<file path="config.mk">
export PLATFORM = sky130hd
export DESIGN_NAME = ivl_top
export DESIGN_NICKNAME = d
export VERILOG_FILES = /design/src/rtl/ivl_pkg.sv /design/src/rtl/ivl_chan_req.sv /design/src/rtl/ivl_top.sv
export SDC_FILE = /design/constraint.sdc
export NUM_CORES = 1
export LEC_CHECK = 0
export CAP_MARGIN = 20
export CORE_UTILIZATION = 49
export DETAILED_ROUTE_END_ITERATION = 6
export MAX_ROUTING_LAYER = met4
export PLACE_DENSITY = 0.93
export SLEW_MARGIN = 10
export SYNTH_ARGS = -nofsm -noshare
export SYNTH_HDL_FRONTEND = slang
export SYNTH_SLANG_ARGS = --single-unit
</file>
<file path="constraint.sdc">
create_clock -name clk -period 3.4 [get_ports clk]
set_input_delay 1.02 -clock clk [delete_from_list [all_inputs] [get_ports clk]]
set_output_delay 1.02 -clock clk [all_outputs]
set_load 0.01 [all_outputs]
</file>
<file path="src/rtl/ivl_pkg.sv">
// Shared types and state-update functions for the interrupt vector unit.
// Assumes channel index 1 is channel A and index 0 is channel B.
package ivl_pkg;

    localparam int NCH     = 2;
    localparam int BYTE_W  = 8;
    localparam int BITS_CH = 3;   // ext, tx, rx bits per channel in pend byte

    typedef struct packed {
        logic [NCH-1:0]    rxp;   // receive pending
        logic [NCH-1:0]    txp;   // transmit pending
        logic [NCH-1:0]    rxs;   // receive in service
        logic [NCH-1:0]    txs;   // transmit in service
        logic [BYTE_W-1:0] pend;
        logic [BYTE_W-1:0] vec;
    } ivl_state_t;

    // Vector code for a channel source, low or high placement
    function automatic logic [BYTE_W-1:0] vec_code(input int c, input logic is_rx,
                                                  input logic hi);
        logic [BYTE_W-1:0] v;
        if (hi) begin
            if (c == 1) v = is_rx ? 8'h30 : 8'h10;
            else        v = is_rx ? 8'h20 : 8'h00;
        end else begin
            if (c == 1) v = is_rx ? 8'h0C : 8'h08;
            else        v = is_rx ? 8'h04 : 8'h00;
        end
        return v;
    endfunction

    // No-interrupt code
    function automatic logic [BYTE_W-1:0] vec_none(input logic hi);
        return hi ? 8'h60 : 8'h06;
    endfunction

    // Raise receive: pending, in service, pend bit, vector
    function automatic ivl_state_t f_set_rx(input ivl_state_t s, input int c,
                                            input logic hi);
        ivl_state_t r = s;
        r.rxp[c] = 1'b1;
        r.rxs[c] = 1'b1;
        r.pend[BITS_CH*c+2] = 1'b1;
        r.vec = vec_code(c, 1'b1, hi);
        return r;
    endfunction

    // Raise transmit: blocked from vector/pend while receive is in service
    function automatic ivl_state_t f_set_tx(input ivl_state_t s, input int c,
                                            input logic hi, input logic ie);
        ivl_state_t r = s;
        r.txp[c] = 1'b1;
        if (!r.rxs[c]) begin
            r.txs[c] = 1'b1;
            if (ie) r.pend[BITS_CH*c+1] = 1'b1;
            r.vec = vec_code(c, 1'b0, hi);
        end
        return r;
    endfunction

    // Clear receive, then re-raise a pending transmit
    function automatic ivl_state_t f_clr_rx(input ivl_state_t s, input int c,
                                            input logic hi, input logic ie);
        ivl_state_t r = s;
        r.rxp[c] = 1'b0;
        r.rxs[c] = 1'b0;
        r.vec = vec_none(hi);
        r.pend[BITS_CH*c+2] = 1'b0;
        if (r.txp[c]) r = f_set_tx(r, c, hi, ie);
        return r;
    endfunction

    // Clear transmit, then re-raise a pending receive
    function automatic ivl_state_t f_clr_tx(input ivl_state_t s, input int c,
                                            input logic hi);
        ivl_state_t r = s;
        r.txp[c] = 1'b0;
        r.txs[c] = 1'b0;
        r.vec = vec_none(hi);
        r.pend[BITS_CH*c+1] = 1'b0;
        if (r.rxp[c]) r = f_set_rx(r, c, hi);
        return r;
    endfunction

    // End the highest service: receive first, else transmit
    function automatic ivl_state_t f_end_ius(input ivl_state_t s, input int c,
                                             input logic hi, input logic ie);
        ivl_state_t r = s;
        if (r.rxs[c]) begin
            r.rxs[c] = 1'b0;
            if (r.txp[c]) r = f_set_tx(r, c, hi, ie);
        end else begin
            r.txs[c] = 1'b0;
        end
        return r;
    endfunction

endpackage

</file>
<file path="src/rtl/ivl_chan_req.sv">
// Per-channel interrupt request decode.
// Combinational; assumes pending flags come from registered state.
module ivl_chan_req (
    input  logic       tx_pend,
    input  logic       rx_pend,
    input  logic       tx_ie,
    input  logic [1:0] rx_mode,
    input  logic       brk_en,
    input  logic       brk_stat,
    output logic       req
);
    logic rx_mode_ok;

    // Receive interrupts on first-char or all-char modes only
    always_comb rx_mode_ok = (rx_mode == 2'b01) || (rx_mode == 2'b10);

    // Combine transmit, receive and break causes
    always_comb req = (tx_ie & tx_pend) | (rx_mode_ok & rx_pend) | (brk_en & brk_stat);

endmodule

</file>
<file path="src/rtl/ivl_top.sv">
// Dual-channel receive/transmit interrupt pending and vector unit.
// Assumes event inputs are one-cycle pulses sampled on the rising edge;
// all state updates appear on the following cycle, channel A before B.
module ivl_top
    import ivl_pkg::*;
(
    input  logic             clk,
    input  logic             rst_n,
    input  logic [NCH-1:0]   rx_evt,
    input  logic [NCH-1:0]   tx_evt,
    input  logic [NCH-1:0]   rd_evt,
    input  logic [NCH-1:0]   clr_tx_cmd,
    input  logic [NCH-1:0]   clr_ius_cmd,
    input  logic             vec_hi,
    input  logic [NCH-1:0]   tx_ie,
    input  logic [1:0]       rx_mode_a,
    input  logic [1:0]       rx_mode_b,
    input  logic [NCH-1:0]   brk_en,
    input  logic [NCH-1:0]   brk_stat,
    output logic             irq,
    output logic [BYTE_W-1:0] pend_reg,
    output logic [BYTE_W-1:0] vec_reg
);
    ivl_state_t       st, st_nxt;
    logic [NCH-1:0]   chan_req;

    // Apply events in fixed order: channel A first, then B
    always_comb begin
        st_nxt = st;
        for (int i = 0; i < NCH; i++) begin
            int c;
            c = NCH - 1 - i;
            if (rd_evt[c])      st_nxt = f_clr_rx(st_nxt, c, vec_hi, tx_ie[c]);
            if (rx_evt[c])      st_nxt = f_set_rx(st_nxt, c, vec_hi);
            if (clr_tx_cmd[c])  st_nxt = f_clr_tx(st_nxt, c, vec_hi);
            if (tx_evt[c])      st_nxt = f_set_tx(st_nxt, c, vec_hi, tx_ie[c]);
            if (clr_ius_cmd[c]) st_nxt = f_end_ius(st_nxt, c, vec_hi, tx_ie[c]);
        end
        for (int c = 0; c < NCH; c++) begin
            st_nxt.pend[BITS_CH*c] = brk_en[c] & brk_stat[c];
        end
        st_nxt.pend[BYTE_W-1:BITS_CH*NCH] = '0;
    end

    // State register with synchronous reset
    always_ff @(posedge clk) begin
        if (!rst_n) st <= '0;
        else        st <= st_nxt;
    end

    // Per-channel request decoders
    generate
        for (genvar g = 0; g < NCH; g++) begin : g_req
            ivl_chan_req u_req (
                .tx_pend (st.txp[g]),
                .rx_pend (st.rxp[g]),
                .tx_ie   (tx_ie[g]),
                .rx_mode ((g == 1) ? rx_mode_a : rx_mode_b),
                .brk_en  (brk_en[g]),
                .brk_stat(brk_stat[g]),
                .req     (chan_req[g])
            );
        end
    endgenerate

    // Shared request line and register views
    always_comb begin
        irq      = |chan_req;
        pend_reg = st.pend;
        vec_reg  = st.vec;
    end

    // reset clears outputs
    a_r1_reset_clear: assert property (@(posedge clk)
        !rst_n |=> (pend_reg == 8'h00 && vec_reg == 8'h00));

    // receive event sets channel A / B receive pending bit
    a_r2_rx_pend_a: assert property (@(posedge clk) disable iff (!rst_n)
        (rx_evt[1] && !rd_evt[1]) |=> pend_reg[5]);
    a_r2_rx_pend_b: assert property (@(posedge clk) disable iff (!rst_n)
        (rx_evt[0] && !rd_evt[0]) |=> pend_reg[2]);

    // vector always holds a legal code
    a_r3_legal_vec: assert property (@(posedge clk) disable iff (!rst_n)
        vec_reg inside {8'h00, 8'h04, 8'h06, 8'h08, 8'h0C, 8'h10, 8'h20, 8'h30, 8'h60});

    // lone transmit event during receive service changes nothing visible
    a_r5_tx_blocked: assert property (@(posedge clk) disable iff (!rst_n)
        (st.rxs[1] && tx_evt == 2'b10 && rx_evt == 2'b00 && rd_evt == 2'b00 &&
         clr_tx_cmd == 2'b00 && clr_ius_cmd == 2'b00)
        |=> ($stable(vec_reg) && $stable(pend_reg[5:4])));

    // no enabled cause means no request
    a_r9_quiet: assert property (@(posedge clk) disable iff (!rst_n)
        (tx_ie == 2'b00 && rx_mode_a[0] == rx_mode_a[1] && rx_mode_b[0] == rx_mode_b[1] &&
         brk_en == 2'b00) |-> !irq);

    // break status reaches external pending bit next cycle
    a_r10_brk_pend: assert property (@(posedge clk) disable iff (!rst_n)
        (brk_en[1] && brk_stat[1]) |=> pend_reg[3]);

endmodule

</file>
### Word-level counts from Yosys, hierarchy flattened

Index checks and enable logic that the tools add are counted.

| cells by class | value |
|---|---|
| eq/ne operators | 4 |
| bitwise logic cells | 10 |
| mux-type cells | 38 |
| reductions and logical operators | 3 |

Operators with widths:

| kind | number |
|---|---|
| $mux W24 | 4 |
| $mux W23 | 4 |
| $mux W22 | 4 |
| $mux W21 | 4 |
| $mux W17 | 1 |
| $mux W16 | 1 |
| $mux W8 | 2 |
| $mux W1 | 12 |
| $mux W6 | 2 |
| $mux W4 | 2 |
| $mux W7 | 1 |
| $and A1 B1 Y1 | 6 |
| $mux W5 | 1 |
| $eq A2 B1 Y1 const B | 2 |
| $eq A2 B2 Y1 const B | 2 |
| $or A1 B1 Y1 | 4 |
| $logic_or A1 B1 Y1 | 2 |
| $reduce_or A2 Y1 | 1 |

| word-level totals | value |
|---|---|
| bits of input ports | 23 |
| register bits | 24 |
| logic and storage cells | 62 |

### Logic depth before layout (Yosys ltp)

Gate-level depths: netlist (run 1).

| logic depth | value |
|---|---|
| depth after elaboration | 26 |
| mapped depth | 7 |
| depth with buffers taken out | 5 |

### Modules after synthesis

From an unflattened synthesis (run 1), not the netlist that was laid out.

| unflattened totals | value |
|---|---|
| cells, all modules | 152 |
| area total of the unflattened synthesis | 1232.4 µm² |

By module, submodules not included:

| module | times used | area an instance (µm²) | cells each |
|---|---|---|---|
| ivl_top | 1 | 1182.4 | 144 |
| ivl_chan_req | 2 | 25.0 | 4 |

### Worst setup path before layout (run 1)

Ideal clock, no wire load.

| timing | value |
|---|---|
| kind | in2out |
| from | input port rx_mode_b[1] |
| to | output port irq |
| required time | 2.380 ns |
| cell stages on the path | 3 |
| path buffers | 0 |
| data arrival time | 1.349 ns |
| slack | 1.031 ns |
| path through | xor2_1 > nand2_1 > nand4_1 |

| on the way | value |
|---|---|
| cells in the longest elaborated chain, start to end | 6 |
| elaborated cells between the ends (all ways) | 7 |
| those cells by class | eq/ne (2); bitwise (3); reduce/logical (2) |

Ends and longest elaborated chain:

| item | line | source |
|---|---|---|
| from (decl) | ivl_top.sv:17 | `input logic [1:0] rx_mode_b,` |
| $eq A2 B1 Y1 / $eq A2 B2 Y1 (equally long branches) | ivl_chan_req.sv:15 | `always_comb rx_mode_ok = (rx_mode == 2'b01) \|\| (rx_mode == 2'b10);` |
| $logic_or A1 B1 Y1 (*) | ivl_chan_req.sv:15 |  |
| $and A1 B1 Y1 (*) | ivl_chan_req.sv:18 | `always_comb req = (tx_ie & tx_pend) \| (rx_mode_ok & rx_pend) \| (brk_en & brk_stat);` |
| $or A1 B1 Y1 (*) (2 in a row) | ivl_chan_req.sv:18 |  |
| $reduce_or A2 Y1 (*) | ivl_top.sv:68 | `irq = \|chan_req;` |
| to (decl) | ivl_top.sv:20 | `output logic irq,` |

Mark *: on every way between the ends. The rest lies on a longest branch, timed or not.

### Worst setup path in the final report (run 1)

| timing | value |
|---|---|
| from | input port tx_ie[1] |
| to | output port irq |

| on the way | value |
|---|---|
| cells in the longest elaborated chain, start to end | 4 |

Ends and longest elaborated chain:

| item | line | source |
|---|---|---|
| from (decl) | ivl_top.sv:15 | `input logic [NCH-1:0] tx_ie,` |
| $and A1 B1 Y1 | ivl_chan_req.sv:18 |  |
| $or A1 B1 Y1 (2 in a row) | ivl_chan_req.sv:18 |  |
| $reduce_or A2 Y1 | ivl_top.sv:68 |  |

No other way between the ends.

==> flow_metrics.py, run 1 <==
metrics = {
    "run_status": {
        "status": "finished clean",
    },
    "die": {
        "dieArea_um2": 2710,
        "ios": 40,
        "initial_utilization_pct": 53.5,
        "fp.dieH_um": 52.1,
        "rows": 17,
        "die_w_um": 52.1,
        "fp.coreArea_um2": 2300,
    },
    "critical_path": {
        "cp_top_family": "buffers and inverters",
        "cpMaxStageDelayCell": "clkdlybuf4s50_1",
        "critical_path.max_fanout": 3,
        "max_stage_delay_ps": 450,
        "worstPathRequired_ps": 2380,
        "critPathBufInv": 2,
        "cp-start-kind": "input pin",
        "crit_chain": "clkdlybuf4s50_1, a22oi_1, nand4_1, dlymetal6s2s_1",
        "critPathKind": "in -> out",
        "worst_ep_arrival_time_ps": 1960,
        "cp-end-kind": "output port",
    },
    "sta": {
        "drv_slew": 0,
        "rsz0062_at_grt": "false",
        "hold_viol": 0,
        "setup_viol": 0,
        "period_share_pct": 87.8,
        "fmax_mhz": 335,
        "fin_hold_ws_ps": 470,
        "fin_skew_ps": 1.77,
        "setup_tns_ps": 0,
        "fin_crit_ps": 2980,
    },
    "clock_network": {
        "post_cts_buffers": 0,
        "ctsHoldBuffers": 0,
        "clock_path_buffers": 2,
        "path_clk_slew_ps": 120,
        "h-tree-depth": 1,
        "insertion_delay_ps": 300,
        "cts_sinks": 20,
        "cts-resized-gates": 0,
        "cts-root-buf": "clkbuf_4",
        "cts_tree": "done",
        "cts_buffers": 3,
    },
    "synth": {
        "yosys_warnings": 0,
        "ys_types": 36,
        "yosys_register_bits": 20,
        "synth_area_per_cell_um2": 7.88,
        "seq_area_frac_synth_pct": 32.6,
        "syn_area_um2": 1230,
        "synth_cells": 156,
    },
    "route": {
        "via_count": 1158,
        "drc_errors": 0,
        "dr.pass1.iters": 4,
        "drtIter0Drc": 25,
        "wl_per_cell_um": 14.0,
        "antenna_left": 0,
        "routed_wl_um": 2850,
        "viasPerCell": 5.70,
    },
    "pwr": {
        "powerDensity_nw_per_um2": 343,
        "peakVddDrop_uv": 232,
        "power_leakage_nw": 0.567,
    },
    "layout": {
        "diodes": 0,
        "final_cells": 203,
        "finalNetCount": 199,
        "largest_reg_flops": 8,
        "final_layout_size_suffix_gt1_share_pct": 5.71,
        "area_growth_pct": 24.3,
        "mostFrequentLayoutCells": "36 x clkdlybuf4s50_1, 20 x dfxtp_1, 12 x nor2b_1, 10 x nor2_1",
        "mostFrequentLayoutCell": "clkdlybuf4s50_1",
    },
    "place": {
        "dp_cells": 199,
        "place_hpwl_um": 2140,
        "portBuffers": 37,
        "gp_congestion": 0.865,
    },
    "hold_path": {
        "hold_class": "reg -> reg",
    },
    "global_route": {
        "antenna_found_initial": 0,
        "grt_max_degree": 17,
        "grt_pass1_vias": 1104,
        "grt_pass1_wl_um": 4820,
        "track_usage_pct": 24.8,
        "grt_overflow": 0,
    },
    "run": {
        "cap_violations": 0,
    },
}
synthesized netlist by cell type:
cell type	count	area [um^2]
xor2_1	2	17.5
o21a_1	5	37.5
o21ai_0	8	40.0
nor4b_1	1	8.76
a211o_1	1	8.76
o2bb2ai_1	1	8.76
nor3_1	9	45.0
a21o_1	1	7.51
buf_2	5	25.0
nor2_1	10	37.5
nand3_1	3	15.0
and4b_1	1	10.0
o22ai_1	1	6.26
nand2b_1	4	25.0
a22oi_1	4	30.0
buf_6	1	11.3
and2_1	4	25.0
dfxtp_1	20	400
nor3b_1	3	22.5
a2111oi_2	1	15.0
nor2b_1	12	75.1
mux2i_1	1	10.0
buf_4	16	120
o2111ai_2	1	15.0
inv_1	3	11.3
conb_1	1	3.75
a21oi_1	9	45.0
nand2_1	9	33.8
o21ai_2	1	8.76
clkbuf_1	4	15.0
a211oi_1	3	22.5
nand4_1	2	12.5
and3_1	2	12.5
or3_1	1	6.26
a311oi_1	1	8.76
a31oi_1	5	31.3
metal layers:
layer	wire, um	up-vias	global-route usage (%)
met3	127	4	3.51
met4	39	0	10.8
met2	1520	38	43.8
met1	1170	550	27.4
li1	-	566	-
met5	0	-	-
metrics by stage:
stage / setup slack (ps) / power [mW] / utilization, % / instance area (um^2)
floorplan: 1030 / 0.339 / - / 1230
global placement: 73.6 / 0.382 / 64.8 / 1490
detailed placement: 54.7 / 0.387 / 64.8 / 1490
CTS: 51.0 / 0.530 / 66.4 / 1530
global route: 323 / 0.554 / 66.5 / 1530
finish: 415 / 0.524 / 66.5 / 1530
final timing paths:
kind / start / end / slack (ps) / depth (start not counted)
setup / recovery: tx_ie[1] / irq / 420 / 4
hold / removal: vec_reg[7]$_SDFF_PN0_ / vec_reg[7]$_SDFF_PN0_ / 470 / 2
setup reg to reg: st[21]$_SDFF_PN0_ / vec_reg[6]$_SDFF_PN0_ / 1650 / 5
hold reg to reg: vec_reg[7]$_SDFF_PN0_ / vec_reg[7]$_SDFF_PN0_ / 470 / 2
worst min-delay path, cell delays in order (launching register included):
cell     delay (ps)
dfxtp_1         330
nand3_1          60
nor3_1           40
kinds of logic (layout without fill, tap and decap cells):
kind of cell / after synthesis / after routing / synth area share [%]
mux: 1 / 1 / 0.815
buf+inv: 29 / 47 / 14.9
simple gates: 61 / 61 / 26.8
other cells: 1 / 2 / 0.305
compound gates: 42 / 42 / 23.2
flops: 20 / 20 / 32.6
xor+xnor: 2 / 2 / 1.43
layout make-up:
cell class	instances	area, um^2
Tap cell	28	35.0
Multi-Input combinational cell	108	649
Sequential cell	20	400
Timing Repair Buffer	40	395
Fill cell	191	769
Clock buffer	4	36.3
Inverter	3	11.3
report_power, final:
part	internal (mW)	switching (mW)
Clock	0.0653	0.0765
Sequential	0.245	0.00864
Combinational	0.0672	0.0610
(Power assumes the default switching activity.)
==> inputs of run 2 (changes only) <==
--- a/config.mk
+++ b/config.mk
@@ -6,10 +6,11 @@
 export NUM_CORES = 1
 export LEC_CHECK = 0
 export CAP_MARGIN = 20
+export CORE_MARGIN = 1
 export CORE_UTILIZATION = 49
 export DETAILED_ROUTE_END_ITERATION = 6
 export MAX_ROUTING_LAYER = met4
-export PLACE_DENSITY = 0.93
+export PLACE_DENSITY = 0.9
 export SLEW_MARGIN = 10
 export SYNTH_ARGS = -nofsm -noshare
 export SYNTH_HDL_FRONTEND = slang
==> flow_metrics.py, run 2 (synthesis gave the netlist of run 1 again) <==
metrics = {
    "clock_network": {
        "cts_sinks": 20,
        "cts_tree": "done",
        "cts-resized-gates": 0,
        "path_clk_slew_ps": 110,
        "h-tree-depth": 1,
        "cts_buffers": 3,
        "cts-root-buf": "clkbuf_4",
        "clock_path_buffers": 2,
        "ctsHoldBuffers": 0,
        "insertion_delay_ps": 300,
        "post_cts_buffers": 0,
    },
    "global_route": {
        "antenna_found_initial": 0,
        "grt_max_degree": 17,
        "use_met3_pct": 2.92,
        "busiest_layer": "met2",
        "grt_pass1_wl_um": 4600,
        "grt_overflow": 0,
        "track_usage_pct": 23.5,
        "met2_usage_pct": 41.0,
        "grt_pass1_vias": 1079,
        "met1_usage_pct": 26.7,
    },
    "sta": {
        "fin_skew_ps": 6.18,
        "setup_viol": 0,
        "fin_crit_ps": 2980,
        "slew_headroom_pct": 65.2,
        "hold_viol": 0,
        "fmax_mhz": 335,
        "fin_hold_ws_ps": 463,
        "fin_ws_ps": 419,
        "tightest_slew_ps": 520,
        "period_share_pct": 87.7,
        "drv_slew": 0,
        "setup_tns_ps": 0,
        "rsz0062_at_grt": "false",
    },
    "layout": {
        "mostFrequentLayoutCell": "clkdlybuf4s50_1",
        "largest_reg_flops": 8,
        "final_cells": 203,
        "mostFrequentLayoutCells": "36 x clkdlybuf4s50_1, 20 x dfxtp_1, 12 x nor2b_1, 10 x nor2_1",
        "final_cell_area_um2": 1530,
        "final_layout_size_suffix_gt1_share_pct": 5.71,
        "area_growth_pct": 24.3,
        "final_core_util_pct": 66.5,
        "finalNetCount": 199,
        "diodes": 0,
    },
    "route": {
        "dr.pass1.iters": 4,
        "via_count": 1146,
        "drtIter0Drc": 35,
        "viasPerCell": 5.65,
        "antenna_left": 0,
        "drc_errors": 0,
        "routed_wl_um": 2830,
        "wl_per_cell_um": 14.0,
    },
    "critical_path": {
        "cpMaxStageDelayCell": "clkdlybuf4s50_1",
        "worst_r2r_startpoint": "st[23]$_SDFF_PN0_",
        "r2r_cells": 5,
        "cp-end-kind": "output port",
        "cp_top_family": "buffers and inverters",
        "worstPathRequired_ps": 2380,
        "ff2ff_setup_slack_ps": 1630,
        "crit_chain": "clkdlybuf4s50_1, a22oi_1, nand4_1, dlymetal6s2s_1",
        "worst_ep_arrival_time_ps": 1960,
        "critical_path.max_fanout": 3,
        "cp-start-kind": "input pin",
        "critPathBufInv": 2,
        "reg2reg_to": "vec_reg[1]$_SDFF_PN0_",
        "max_stage_delay_ps": 440,
        "critPathKind": "in -> out",
    },
    "place": {
        "placed_area_um2": 1490,
        "place_hpwl_um": 2100,
        "dp_slack_ps": 36.8,
        "dp_cells": 199,
        "gp_congestion": 0.922,
        "portBuffers": 37,
    },
    "hold_path": {
        "hold_class": "reg -> reg",
        "worstHoldEndpoint": "vec_reg[0]$_SDFF_PN0_",
        "hold_start": "vec_reg[0]$_SDFF_PN0_",
        "min_path_cells": 2,
    },
    "die": {
        "rows": 17,
        "fp.coreArea_um2": 2300,
        "ios": 40,
        "die_w_um": 52.1,
        "initial_utilization_pct": 53.5,
        "fp.dieH_um": 52.1,
        "dieArea_um2": 2710,
    },
    "pwr": {
        "powerDensity_nw_per_um2": 340,
        "peakVddDrop_uv": 215,
        "fin_total_pwr_mw": 0.520,
        "power_leakage_nw": 0.567,
    },
    "run": {
        "cap_violations": 0,
    },
    "run_status": {
        "status": "finished clean",
    },
}
[run 2: cell counts in the layout (fill, tap and decap cells not counted)]
Identical to the previous run, type by type.
[run 2: worst max path at each step]
stage,startpoint,to,slack [ps],cells past startpoint
global placement,rx_mode_b[0],irq,70,5
floorplan,rx_mode_b[1],irq,1030,3
CTS,rx_mode_b[0],irq,40,5
detailed placement,rx_mode_b[0],irq,40,5
finish,tx_ie[1],irq,420,4
global route,rx_mode_b[0],irq,330,5
[run 2: power by group]
part	total (mW)	leakage, nW	internal, mW	switching [mW]
clock	0.137	0.0210	0.0652	0.0718
sequential	0.254	0.164	0.245	0.00873
combinational	0.129	0.381	0.0672	0.0613
total	0.520	0.567	0.378	0.142
[run 2: per-layer routing]
metal	wire, um	vias up
met4	29	0
met1	1220	532
li1	-	568
met5	0	-
met2	1460	42
met3	123	4
[run 2: layout make-up]
cell class | instances | area [um^2]
multi-input combinational | 108 | 649
inverter | 3 | 11.3
timing repair buffer | 40 | 395
tap | 28 | 35.0
fill | 200 | 769
clock buffer | 4 | 36.3
sequential | 20 | 400
[run 2: tightest hold or removal path: stages (launching register included)]
cell     delay [ps]
dfxtp_1         330
nand3_1          60
nor3_1           40
==> inputs of run 3 (changes only) <==
--- a/config.mk
+++ b/config.mk
@@ -9,6 +9,7 @@
 export CORE_MARGIN = 1
 export CORE_UTILIZATION = 49
 export DETAILED_ROUTE_END_ITERATION = 6
+export GPL_TIMING_DRIVEN = 0
 export MAX_ROUTING_LAYER = met4
 export PLACE_DENSITY = 0.9
 export SLEW_MARGIN = 10
==> flow_metrics.py, run 3 (synthesis gave the netlist of run 1 again) <==
metrics = {
    "sta": {
        "fin_hold_ws_ps": 456,
        "setup_viol": 0,
        "setup_tns_ps": 0,
        "fin_skew_ps": 5.52,
        "fmax_mhz": 331,
        "fin_crit_ps": 3020,
        "fin_ws_ps": 380,
        "drv_slew": 0,
        "hold_viol": 0,
        "period_share_pct": 88.8,
        "rsz0062_at_grt": "false",
    },
    "clock_network": {
        "path_clk_slew_ps": 120,
        "post_cts_buffers": 0,
        "clock_path_buffers": 2,
        "cts_buffers": 3,
        "cts_tree": "done",
        "cts_sinks": 20,
        "cts-resized-gates": 0,
        "insertion_delay_ps": 300,
        "h-tree-depth": 1,
        "cts-root-buf": "clkbuf_4",
        "ctsHoldBuffers": 0,
    },
    "place": {
        "gp_congestion": 0.897,
        "dp_slack_ps": 38.3,
        "portBuffers": 37,
        "placed_area_um2": 1640,
        "place_hpwl_um": 2280,
        "dp_cells": 222,
    },
    "route": {
        "antenna_left": 0,
        "drtIter0Drc": 29,
        "via_count": 1246,
        "dr.pass1.iters": 4,
        "wl_per_cell_um": 13.3,
        "routed_wl_um": 3000,
        "drc_errors": 0,
        "viasPerCell": 5.51,
    },
    "layout": {
        "mostFrequentLayoutCell": "clkdlybuf4s50_1",
        "final_cells": 226,
        "area_growth_pct": 36.5,
        "mostFrequentLayoutCells": "36 x clkdlybuf4s50_1, 20 x dfxtp_1, 16 x buf_4, 12 x nor2b_1, 10 x nor2_1",
        "largest_reg_flops": 8,
        "finalNetCount": 222,
        "final_layout_size_suffix_gt1_share_pct": 14.6,
        "final_core_util_pct": 73.0,
        "diodes": 0,
        "final_cell_area_um2": 1680,
    },
    "global_route": {
        "grt_pass1_vias": 1172,
        "grt_pass1_wl_um": 4960,
        "antenna_found_initial": 0,
        "track_usage_pct": 25.3,
        "grt_overflow": 0,
        "grt_max_degree": 12,
    },
    "die": {
        "fp.coreArea_um2": 2300,
        "rows": 17,
        "die_w_um": 52.1,
        "dieArea_um2": 2710,
        "initial_utilization_pct": 53.5,
        "fp.dieH_um": 52.1,
        "ios": 40,
    },
    "critical_path": {
        "critPathBufInv": 2,
        "cp-end-kind": "output port",
        "max_stage_delay_ps": 450,
        "cp_top_family": "buffers and inverters",
        "cp-start-kind": "input pin",
        "worstPathRequired_ps": 2380,
        "worst_ep_arrival_time_ps": 2000,
        "cpMaxStageDelayCell": "clkdlybuf4s50_1",
        "crit_chain": "clkdlybuf4s50_1, a22oi_1, nand4_1, dlymetal6s2s_1",
        "critical_path.max_fanout": 3,
        "critPathKind": "in -> out",
    },
    "pwr": {
        "seqPwrFrac_pct": 47.3,
        "clock_power_share_pct": 25.9,
        "fin_total_pwr_mw": 0.538,
        "peakVddDrop_uv": 224,
        "p_sw_share_pct": 27.5,
        "internal-power_mw": 0.390,
        "power_leakage_nw": 0.668,
        "powerDensity_nw_per_um2": 321,
        "p_sw_mw": 0.148,
        "p_comb_share_pct": 26.8,
    },
    "run_status": {
        "status": "finished clean",
    },
    "run": {
        "cap_violations": 0,
    },
    "hold_path": {
        "hold_class": "reg -> reg",
    },
}
==> run 3: cell count changes in the layout (fill, tap and decap cells not counted) <==
cell,previous run,this run
buf_4,3,16
buf_2,0,5
clkbuf_1,0,4
buf_6,0,1
==> run 3: layout make-up <==
type                    count  area [um^2]
inverters                   3         11.3
well taps                  28         35.0
multi-input cells         108          649
plain buffers              26          171
repair buffers             37          373
fillers                   191          621
flip-flops and latches     20          400
clock buffers               4         36.3
==> run 3: worst min-delay path: cells and delay by family, from the launching register on <==
family / cells / cell delay, ps
simple gates: 2 / 100
flops: 1 / 330
==> run 3: power groups by stage <==
stage | registers (mW) | clock network, mW | logic [mW]
final | 0.254 | 0.139 | 0.144
after global routing | 0.256 | 0.152 | 0.158
after CTS | 0.254 | 0.143 | 0.145
after detailed placement | 0.259 | 0 | 0.143
after global placement | 0.259 | 0 | 0.139
after floorplan | 0.256 | 0 | 0.0830
==> run 3: worst paths after layout <==
path                                             from                     to  slack [ps]  depth (start not counted)
worst max-delay path                         tx_ie[1]                    irq         380                          4
worst min-delay path            vec_reg[0]$_SDFF_PN0_  vec_reg[0]$_SDFF_PN0_         460                          2
worst max register to register      st[20]$_SDFF_PN0_  vec_reg[3]$_SDFF_PN0_        1720                          6
worst min register to register  vec_reg[0]$_SDFF_PN0_  vec_reg[0]$_SDFF_PN0_         460                          2
==> run 3: layer usage <==
metal	GRT usage, %	wire, um	vias to the layer above
li1	-	-	620
met1	29.0	1330	586
met2	45.7	1510	36
met3	2.63	136	4
met4	7.66	28	0
met5	-	0	-
